--- config.mk ---
export PLATFORM = sky130hd
export DESIGN_NAME = lastdir_predictor
export DESIGN_NICKNAME = d
export VERILOG_FILES = /design/src/rtl/lastdir_pkg.sv /design/src/rtl/lastdir_table.sv /design/src/rtl/lastdir_track.sv /design/src/rtl/lastdir_resolve.sv /design/src/rtl/lastdir_predictor.sv
export SDC_FILE = /design/constraint.sdc
export NUM_CORES = 1
export LEC_CHECK = 0
export ABC_AREA = 1
export BUFFER_PORTS_ARGS = -buffer_cell sky130_fd_sc_hd__buf_2
export CORE_MARGIN = 3
export CORE_UTILIZATION = 50
export CTS_BUF_LIST = sky130_fd_sc_hd__clkbuf_8
export DETAILED_ROUTE_END_ITERATION = 8
export GPL_TIMING_DRIVEN = 0
export PLACE_DENSITY = 0.69
export REMOVE_ABC_BUFFERS = 1
export SLEW_MARGIN = 0
export SYNTH_ARGS = -nofsm -noshare
export SYNTH_HDL_FRONTEND = slang
export SYNTH_HIERARCHICAL = 1
export SYNTH_SLANG_ARGS = --single-unit
--- constraint.sdc ---
create_clock -name clk -period 3.05 [get_ports clk]
set_input_delay 0.1525 -clock clk [delete_from_list [all_inputs] [get_ports clk]]
set_output_delay 0.1525 -clock clk [all_outputs]
set_load 0.03 [all_outputs]
--- src/rtl/lastdir_pkg.sv ---
package lastdir_pkg;

    localparam int PC_W       = 32;
    localparam int INSN_BYTES = 4;
    localparam int OFS_W      = 2;

    typedef logic [PC_W-1:0] pc_t;

    // Per-instruction record carried from fetch to the memory stage
    typedef struct packed {
        logic live;
        logic is_br;
        logic pred;
        pc_t  pc;
        pc_t  tgt;
    } slot_t;

    function automatic pc_t seq_pc(input pc_t pc);
        return pc + pc_t'(INSN_BYTES);
    endfunction

endpackage

--- src/rtl/lastdir_table.sv ---
module lastdir_table
    import lastdir_pkg::*;
#(
    parameter int ENTRIES = 16,
    parameter int CTR_W   = 2,
    localparam int IDX_W  = $clog2(ENTRIES)
) (
    input  logic             clk,
    input  logic             rst,
    input  logic [IDX_W-1:0] rd_idx,
    output logic             rd_taken,
    input  logic             upd_en,
    input  logic [IDX_W-1:0] upd_idx,
    input  logic             upd_taken
);

    localparam logic [CTR_W-1:0] CTR_TOP = '1;

    logic [CTR_W-1:0] ctr_q [ENTRIES];
    logic [CTR_W-1:0] cur_val;
    logic [CTR_W-1:0] nxt_val;

    assign cur_val = ctr_q[upd_idx];

    generate
        if (CTR_W == 1) begin : g_last_dir
            // single bit: remember the last outcome
            always_comb nxt_val = upd_taken;
        end else begin : g_saturate
            always_comb begin
                nxt_val = cur_val;
                if (upd_taken && cur_val != CTR_TOP)
                    nxt_val = cur_val + 1'b1;
                else if (!upd_taken && cur_val != '0)
                    nxt_val = cur_val - 1'b1;
            end
        end
    endgenerate

    always_ff @(posedge clk) begin
        if (rst) begin
            for (int i = 0; i < ENTRIES; i++)
                ctr_q[i] <= '0;
        end else if (upd_en) begin
            ctr_q[upd_idx] <= nxt_val;
        end
    end

    // upper half of the range predicts taken
    assign rd_taken = ctr_q[rd_idx][CTR_W-1];

endmodule

--- src/rtl/lastdir_track.sv ---
module lastdir_track
    import lastdir_pkg::*;
#(
    parameter int DEPTH = 3
) (
    input  logic  clk,
    input  logic  rst,
    input  logic  flush,
    input  slot_t f_slot,
    output slot_t stg_o [DEPTH]
);

    slot_t stg_q [DEPTH];

    always_ff @(posedge clk) begin
        if (rst || flush) begin
            for (int i = 0; i < DEPTH; i++)
                stg_q[i] <= '0;
        end else begin
            stg_q[0] <= f_slot;
            for (int i = 1; i < DEPTH; i++)
                stg_q[i] <= stg_q[i-1];
        end
    end

    generate
        for (genvar g = 0; g < DEPTH; g++) begin : g_out
            assign stg_o[g] = stg_q[g];
        end
    endgenerate

endmodule

--- src/rtl/lastdir_resolve.sv ---
module lastdir_resolve
    import lastdir_pkg::*;
(
    input  slot_t m_slot,
    input  logic  taken,
    output logic  mispredict,
    output pc_t   redirect_pc,
    output logic  upd_en,
    output logic  upd_taken
);

    assign upd_en      = m_slot.live & m_slot.is_br;
    assign upd_taken   = taken;
    assign mispredict  = upd_en & (m_slot.pred != taken);
    assign redirect_pc = taken ? m_slot.tgt : seq_pc(m_slot.pc);

endmodule

--- src/rtl/lastdir_predictor.sv ---
module lastdir_predictor
    import lastdir_pkg::*;
#(
    parameter int ENTRIES       = 16,
    parameter int CTR_W         = 2,
    parameter int RESOLVE_DEPTH = 3
) (
    input  logic                     clk,
    input  logic                     rst,
    input  logic                     fetch_valid,
    input  logic                     fetch_is_branch,
    input  logic [31:0]              fetch_pc,
    input  logic [31:0]              fetch_target,
    input  logic                     mem_taken,
    output logic                     pred_taken,
    output logic [31:0]              fetch_next_pc,
    output logic                     flush,
    output logic [RESOLVE_DEPTH-1:0] slot_live
);

    localparam int IDX_W = $clog2(ENTRIES);
    localparam int LAST  = RESOLVE_DEPTH - 1;

    logic [IDX_W-1:0] fetch_idx;
    logic [IDX_W-1:0] upd_idx;
    logic             tab_taken;
    logic             upd_en;
    logic             upd_taken;
    logic             mispredict;
    pc_t              redirect_pc;
    slot_t            fetch_slot;
    slot_t            stg [RESOLVE_DEPTH];

    assign fetch_idx = fetch_pc[OFS_W +: IDX_W];
    assign upd_idx   = stg[LAST].pc[OFS_W +: IDX_W];

    lastdir_table #(
        .ENTRIES (ENTRIES),
        .CTR_W   (CTR_W)
    ) i_table (
        .clk       (clk),
        .rst       (rst),
        .rd_idx    (fetch_idx),
        .rd_taken  (tab_taken),
        .upd_en    (upd_en),
        .upd_idx   (upd_idx),
        .upd_taken (upd_taken)
    );

    assign pred_taken = fetch_valid & fetch_is_branch & tab_taken;

    always_comb begin
        fetch_slot       = '0;
        fetch_slot.live  = fetch_valid;
        fetch_slot.is_br = fetch_is_branch;
        fetch_slot.pred  = pred_taken;
        fetch_slot.pc    = fetch_pc;
        fetch_slot.tgt   = fetch_target;
    end

    lastdir_track #(
        .DEPTH (RESOLVE_DEPTH)
    ) i_track (
        .clk    (clk),
        .rst    (rst),
        .flush  (mispredict),
        .f_slot (fetch_slot),
        .stg_o  (stg)
    );

    lastdir_resolve i_resolve (
        .m_slot      (stg[LAST]),
        .taken       (mem_taken),
        .mispredict  (mispredict),
        .redirect_pc (redirect_pc),
        .upd_en      (upd_en),
        .upd_taken   (upd_taken)
    );

    always_comb begin
        if (mispredict)
            fetch_next_pc = redirect_pc;
        else if (pred_taken)
            fetch_next_pc = fetch_target;
        else
            fetch_next_pc = seq_pc(fetch_pc);
    end

    assign flush = mispredict;

    generate
        for (genvar g = 0; g < RESOLVE_DEPTH; g++) begin : g_live
            assign slot_live[g] = stg[g].live;
        end
    endgenerate

endmodule

==> run_results.csv, run 1 <==
group,metric,value,unit
synth,ys.flop_type,"dfxtp_1",
setup_path,cp_top_family,"buffers and inverters",
sta,finalCriticalPeriod,2890,ps
synth,netlist_top_cells_area,"dfxtp_1, nand2_1, nor2_4",
detailed_routing,vias,9233,
detailed_routing,drt_iter0_markers,479,
synth,syn_inst,1496,
setup_path,cp.depth,8,
setup_path,reg2regPathDepth,8,
sta,fin_ws,158,ps
setup_path,crit_start,"i_track/stg_q[0][198]$_SDFF_PP0_",
sta,slew_headroom,40.9,%
synth,synth_edf_count,32,
sta,setup_violations,0,
finish,drive_gt1_share,25.4,%
sta,hold_violations,0,
min_path,hp-class,"input pin to flip-flop",
sta,grt_setup_unrepaired,"false",
setup_path,slowest_stage,"dfxtp_1",
finish,register_area,4990,um2
grt,grtUsageTotal,21.5,%
floorplanning,die-height,160,um
synth,yosysTopAreaCell,"dfxtp_1",
synth,ys_warn_count,6,
setup_path,cp_data_arrival_time,3300,ps
detailed_routing,drcViolationCount,0,
outcome,status,"completed",
synth,synth_area,11800,um2
clock_network,cts_buffers,39,
detailed_routing,wl,27.7,mm
setup_path,cp_common_cell,"buf_16",
pwr,p_leak,6.20,nW
synth,avgSynthCellArea,7.88,um2
clock_network,cts_tree,"built",
grt,grt_pass1_vias,9046,
placement,placed_area,12300,um2
finish,num-fill-cells,2077,
clock_network,clock_sinks,233,
min_path,min_from,"fetch_pc[3]",
sta,fmax,346,MHz
sta,finClkSkew,25.1,ps
finish,fin_area,13800,um2
floorplanning,die_area,25500,um2
grt,antenna_found_initial,1,
floorplanning,rows,55,
detailed_routing,dr.pass1.iters,5,
pwr,power_density,481,nW/um2
clock_network,htreeDepth,2,
synth,async_flop_share,0,%
sta,fin_tns_setup,0,ps
clock_network,path_clk_slew,60,ps
floorplanning,core-area,22900,um2
finish,nNetsFinal,1740,
setup_path,setup.worst_path.class,"flip-flop to flip-flop",
setup_path,required,3460,ps
min_path,hold_path_depth,3,
synth,synth_seq_cells,233,
setup_path,path_max_fanout,48,
grt,grt_overflow,0,
finish,synthToLayoutAreaGrowth,16.7,%
setup_path,critical-path-max-stage-delay,520,ps
setup_path,crit_chain,"o21ai_1 > a21oi_4 > inv_2 > nand2_8 > buf_16 > buf_16 > bufbuf_16 > nor2_2",
grt,grt_max_degree,49,
detailed_routing,vias_per_cell,4.61,
setup_path,crit_path_end_kind,"flip-flop",
synth,seq_area_frac_synth,42.3,%
job,maxCapViolations,0,
floorplanning,initial_core_util,51.4,%
sta,slew_violations,0,
sta,post-route-period-util,94.8,%
finish,multi_input_area,5260,um2
clock_network,clock_tree.root_cell,"clkbuf_8",
floorplanning,dieWidth,160,um
placement,dp_hpwl,18.3,mm
placement,place_ws,-1100,ps
clock_network,clk_path_buf_depth,3,
pwr,peakVddDrop,288,uV
floorplanning,io_pins,106,
synth,synth.distinct_cells,39,
detailed_routing,ant_nets,0,
setup_path,critPathBufInv,4,
grt,grt_pass1_wl,44.7,mm
sta,worstMarginPinSlew,886,ps
setup_path,regToRegStartpoint,"i_track/stg_q[0][198]$_SDFF_PP0_",
finish,final_util,60.0,%
placement,place_congestion,0.873,
setup_path,startpoint_type,"flip-flop",
synth,synth_top_cell_area_share,34.1,%
detailed_routing,wl_per_cell,13.8,um
sta,whs,25.7,ps
placement,port_buffers,105,
clock_network,clock_latency,540,ps
## placed cells by master, fill, tap and decap left out, drive strengths merged
cell type	instances
a21oi	60
a31oi	1
and2	3
buf	113
bufbuf	2
clkbuf	43
clkinv	9
clkinvlp	2
dfxtp	201
diode	1
dlygate4sd3	64
edfxtp	32
ha	4
inv	288
mux2i	4
nand2	374
nand3	76
nand4	5
nor2	358
nor3	4
o211ai	5
o21ai	27
o21bai	2
or2	3
xnor2	4
xor2	6
## Yosys cell counts (7+ instances only)
cell	count
nor2_4	110
a21oi_2	11
a21oi_1	48
inv_1	265
nor2_2	100
nand2_4	9
edfxtp_1	32
buf_2	7
inv_2	10
dfxtp_1	201
buf_6	14
nand2_1	353
clkbuf_1	7
nand3_1	75
nand2_2	10
nor2_1	142
o21ai_0	21
buf_12	11
## power by group
part | total (mW) | switching [mW] | internal (mW)
sequential | 3.28 | 0.0464 | 3.23
clock | 2.47 | 1.19 | 1.28
combinational | 0.868 | 0.563 | 0.306
total | 6.61 | 1.79 | 4.82
## cell families after synthesis
| group | after synthesis | share of synthesized area [%] |
|---|---|---|
| simple gates | 821 | 38.1 |
| buf+inv | 330 | 13.6 |
| flops | 233 | 42.3 |
| compound gates | 94 | 4.50 |
| xor+xnor | 10 | 0.743 |
| mux | 4 | 0.340 |
| fa+ha+maj | 4 | 0.425 |
## repair_timing
item	4_1_cts	5_1_grt
gates cloned	4	1
endpoints found under the setup margin	134	46
hold buffers	64	0
resized for setup	8	2
hold endpoints to repair	64	0
buffers inserted	1	2
pin swaps	2	1
## worst paths after layout
path | endpoint | slack, ps
worst max-delay path | i_track/stg_q[0][177]$_SDFF_PP0_ | 160
worst min-delay path | i_track/stg_q[0][35]$_SDFF_PP0_ | 30
worst max register to register | i_track/stg_q[0][177]$_SDFF_PP0_ | 160
worst min register to register | i_track/stg_q[0][179]$_SDFF_PP0_ | 410
## metrics by stage
| stage | total power, mW | std cells |
|---|---|---|
| floorplan | 3.90 | 1444 |
| global placement | 4.13 | 1862 |
| detailed placement | 4.12 | 1867 |
| CTS | 6.70 | 2000 |
| global route | 6.92 | 2004 |
| finish | 6.61 | 2004 |
## registers in the layout (all words and copies together) (netlist names)
name,count
i_table/ctr_q,32
i_track/stg_q,201
## metal layers
metal / vias up / track usage, % / wire (um) / part of all wire (%)
li1: 4787 / - / - / -
met2: 232 / 36.1 / 13200 / 48
met5: - / 0 / 0 / 0
met4: 0 / 8.83 / 922 / 3.3
met3: 69 / 3.77 / 1330 / 4.8
met1: 4145 / 27.3 / 12200 / 44
## layout make-up
type	count	area share, %
Inverter	278	7.66
Multi-Input combinational cell	936	38.2
Tap cell	313	2.85
Clock inverter	21	0.664
Antenna cell	1	0.0182
Sequential cell	233	36.3
Timing Repair Buffer	179	10.0
Clock buffer	43	4.30
## worst min-delay path: stages
cell and delay, ps:
buf_2 190, inv_1 120, nor2_4 40
No activity file was read; power rests on OpenSTA's default activity.
==> inputs of run 2 (changes only) <==
--- a/config.mk
+++ b/config.mk
@@ -6,13 +6,13 @@
 export NUM_CORES = 1
 export LEC_CHECK = 0
 export ABC_AREA = 1
-export BUFFER_PORTS_ARGS = -buffer_cell sky130_fd_sc_hd__buf_2
 export CORE_MARGIN = 3
 export CORE_UTILIZATION = 50
 export CTS_BUF_LIST = sky130_fd_sc_hd__clkbuf_8
 export DETAILED_ROUTE_END_ITERATION = 8
+export DONT_BUFFER_PORTS = 1
 export GPL_TIMING_DRIVEN = 0
-export PLACE_DENSITY = 0.69
+export PLACE_DENSITY = 0.65
 export REMOVE_ABC_BUFFERS = 1
 export SLEW_MARGIN = 0
 export SYNTH_ARGS = -nofsm -noshare
==> run_results.csv, run 2 (synthesized netlist as in run 1, its figures left out) <==
group,metric,value,unit
clock_network,clock_tree.root_cell,"clkbuf_8",
detailed_routing,vias_per_cell,4.73,
floorplanning,core-area,22900,um2
setup_path,setup.worst_path.class,"flip-flop to output pin",
grt,grt_use_met2,37.5,%
grt,grt_overflow,0,
clock_network,clock_latency,530,ps
grt,grtUsageTotal,22.5,%
finish,synthToLayoutAreaGrowth,14.8,%
pwr,p_seq_share,48.0,%
grt,use_met1,28.4,%
finish,fin_area,13500,um2
placement,port_buffers,0,
sta,finalCriticalPeriod,2950,ps
setup_path,crit_path_end_kind,"output pin",
floorplanning,initial_core_util,51.4,%
finish,regMostFlops,"i_track/stg_q",
floorplanning,rows,55,
sta,slew_headroom,44.9,%
pwr,clkPwrFrac,40.7,%
outcome,status,"completed",
clock_network,clk_path_buf_depth,3,
sta,slew_violations,0,
sta,post-route-period-util,96.7,%
pwr,switchingPower,1.80,mW
job,maxCapViolations,0,
sta,setup_violations,0,
finish,largest_reg_flops,201,
floorplanning,die-height,160,um
detailed_routing,vias,9051,
sta,hold_violations,0,
clock_network,htreeDepth,2,
clock_network,path_clk_slew,60,ps
placement,dp_hpwl,18.0,mm
clock_network,cts_buffers,40,
detailed_routing,dr.pass1.iters,5,
finish,nNetsFinal,1643,
pwr,peakVddDrop,372,uV
pwr,internal-power,5.03,mW
grt,grt_max_degree,47,
setup_path,startpoint_type,"flip-flop",
placement,placed_area,11800,um2
pwr,power_density,505,nW/um2
sta,finClkSkew,14.7,ps
finish,final_util,59.1,%
grt,top_usage_layer,"met2",
setup_path,cp_data_arrival_time,2800,ps
finish,num_antenna_cells,0,
setup_path,required,2900,ps
grt,met3_usage,4.97,%
floorplanning,io_pins,106,
clock_network,clock_sinks,233,
sta,whs,200,ps
pwr,swShare,26.3,%
floorplanning,die_area,25500,um2
detailed_routing,drt_iter0_markers,543,
setup_path,path_max_fanout,11,
sta,grt_setup_unrepaired,"true",
floorplanning,dieWidth,160,um
grt,grt_pass1_wl,46.3,mm
clock_network,cts_tree,"built",
min_path,hp-class,"input pin to flip-flop",
placement,place_congestion,0.920,
detailed_routing,wl,28.6,mm
finish,drive_gt1_share,21.7,%
sta,fin_tns_setup,0,ps
grt,antenna_found_initial,0,
sta,worstMarginPinSlew,826,ps
finish,layout_commonest_cell,"nand2_1",
detailed_routing,drcViolationCount,0,
detailed_routing,wl_per_cell,14.9,um
finish,num-fill-cells,2107,
finish,layout_common_cells,"nand2_1, inv_1, dfxtp_1",
detailed_routing,ant_nets,0,
grt,grt_pass1_vias,9063,
pwr,p_comb_share,11.3,%
pwr,p_leak,5.92,nW
finish,top_regs,"i_track/stg_q x201, i_table/ctr_q x32",
sta,fmax,339,MHz
-- run 2: changes by cell type in the layout (fill, tap and decap cells not counted), moves of 2 or more --
cell	delta
inv_1	+3
a21oi_4	+4
clkbuf_8	+6
buf_2	-104
dlygate4sd3_1	+5
o21ai_0	-2
a21oi_1	-15
a21oi_2	+11
-- run 2: worst paths after layout --
| path | start | end | slack [ps] | cells after the start |
|---|---|---|---|---|
| hold reg to reg | i_track/stg_q[0][132]$_SDFF_PP0_ | i_track/stg_q[0][199]$_SDFF_PP0_ | 410 | 2 |
| hold / removal | mem_taken | i_track/stg_q[0][168]$_SDFF_PP0_ | 200 | 4 |
| setup reg to reg | i_track/stg_q[0][200]$_SDFF_PP0_ | i_track/stg_q[0][44]$_SDFF_PP0_ | 130 | 10 |
| setup / recovery | i_table/ctr_q[5][1]$_SDFFCE_PN0P_ | fetch_next_pc[4] | 100 | 10 |
-- run 2: layout make-up --
| class | instances | area (um2) | share of cell area (%) |
|---|---|---|---|
| sequential | 233 | 4990 | 36.9 |
| timing repair buffer | 81 | 948 | 7.01 |
| clock inverter | 24 | 124 | 0.915 |
| tap | 313 | 392 | 2.89 |
| clock buffer | 49 | 674 | 4.98 |
| inverter | 278 | 1060 | 7.80 |
| multi-input combinational | 936 | 5350 | 39.5 |
-- run 2: worst max-delay path, stage by stage (launching register included) --
cell and delay, ps:
edfxtp_1 370, inv_1 60, a21oi_1 130, o21ai_0 110, o211ai_1 90, o211ai_1 130, nand2_1 240, nand3_4 300
o21ai_0 220, o21ai_0 130, o21ai_1 490
-- run 2: metrics by stage --
step | setup slack [ps] | instances | total power, mW
2_1_floorplan | -3030 | 1444 | 3.90
3_3_place_gp | -5170 | 1757 | 4.01
3_5_place_dp | -731 | 1762 | 3.99
4_1_cts | 4.88 | 1912 | 6.90
5_1_grt | -2.60 | 1914 | 7.12
6_report | 99.6 | 1914 | 6.83
-- run 2: per-layer routing --
layer  routed length [um]  part of all wire, %
met2                13700                   48
met3                 1940                  6.8
met5                    0                    0
met4                  895                  3.1
met1                12100                   42
-- run 2: timing repair --
item | in CTS | in global routing
endpoints found under the hold margin | 81 | 0
cloned | 5 | 1
setup endpoints to repair | 182 | 54
hold buffers | 69 | 0
buffers inserted | 3 | 1
resized for setup | 25 | 7
pin swaps | 1 | 1
-- run 2: power by group through the flow --
| stage | Clock (mW) | Sequential (mW) | Combinational, mW |
|---|---|---|---|
| 5_1_grt | 2.99 | 3.29 | 0.841 |
| 6_report | 2.78 | 3.28 | 0.770 |
| 4_1_cts | 2.86 | 3.28 | 0.761 |
| 3_5_place_dp | 0 | 3.34 | 0.648 |
| 3_3_place_gp | 0 | 3.34 | 0.664 |
| 2_1_floorplan | 0 | 3.33 | 0.565 |
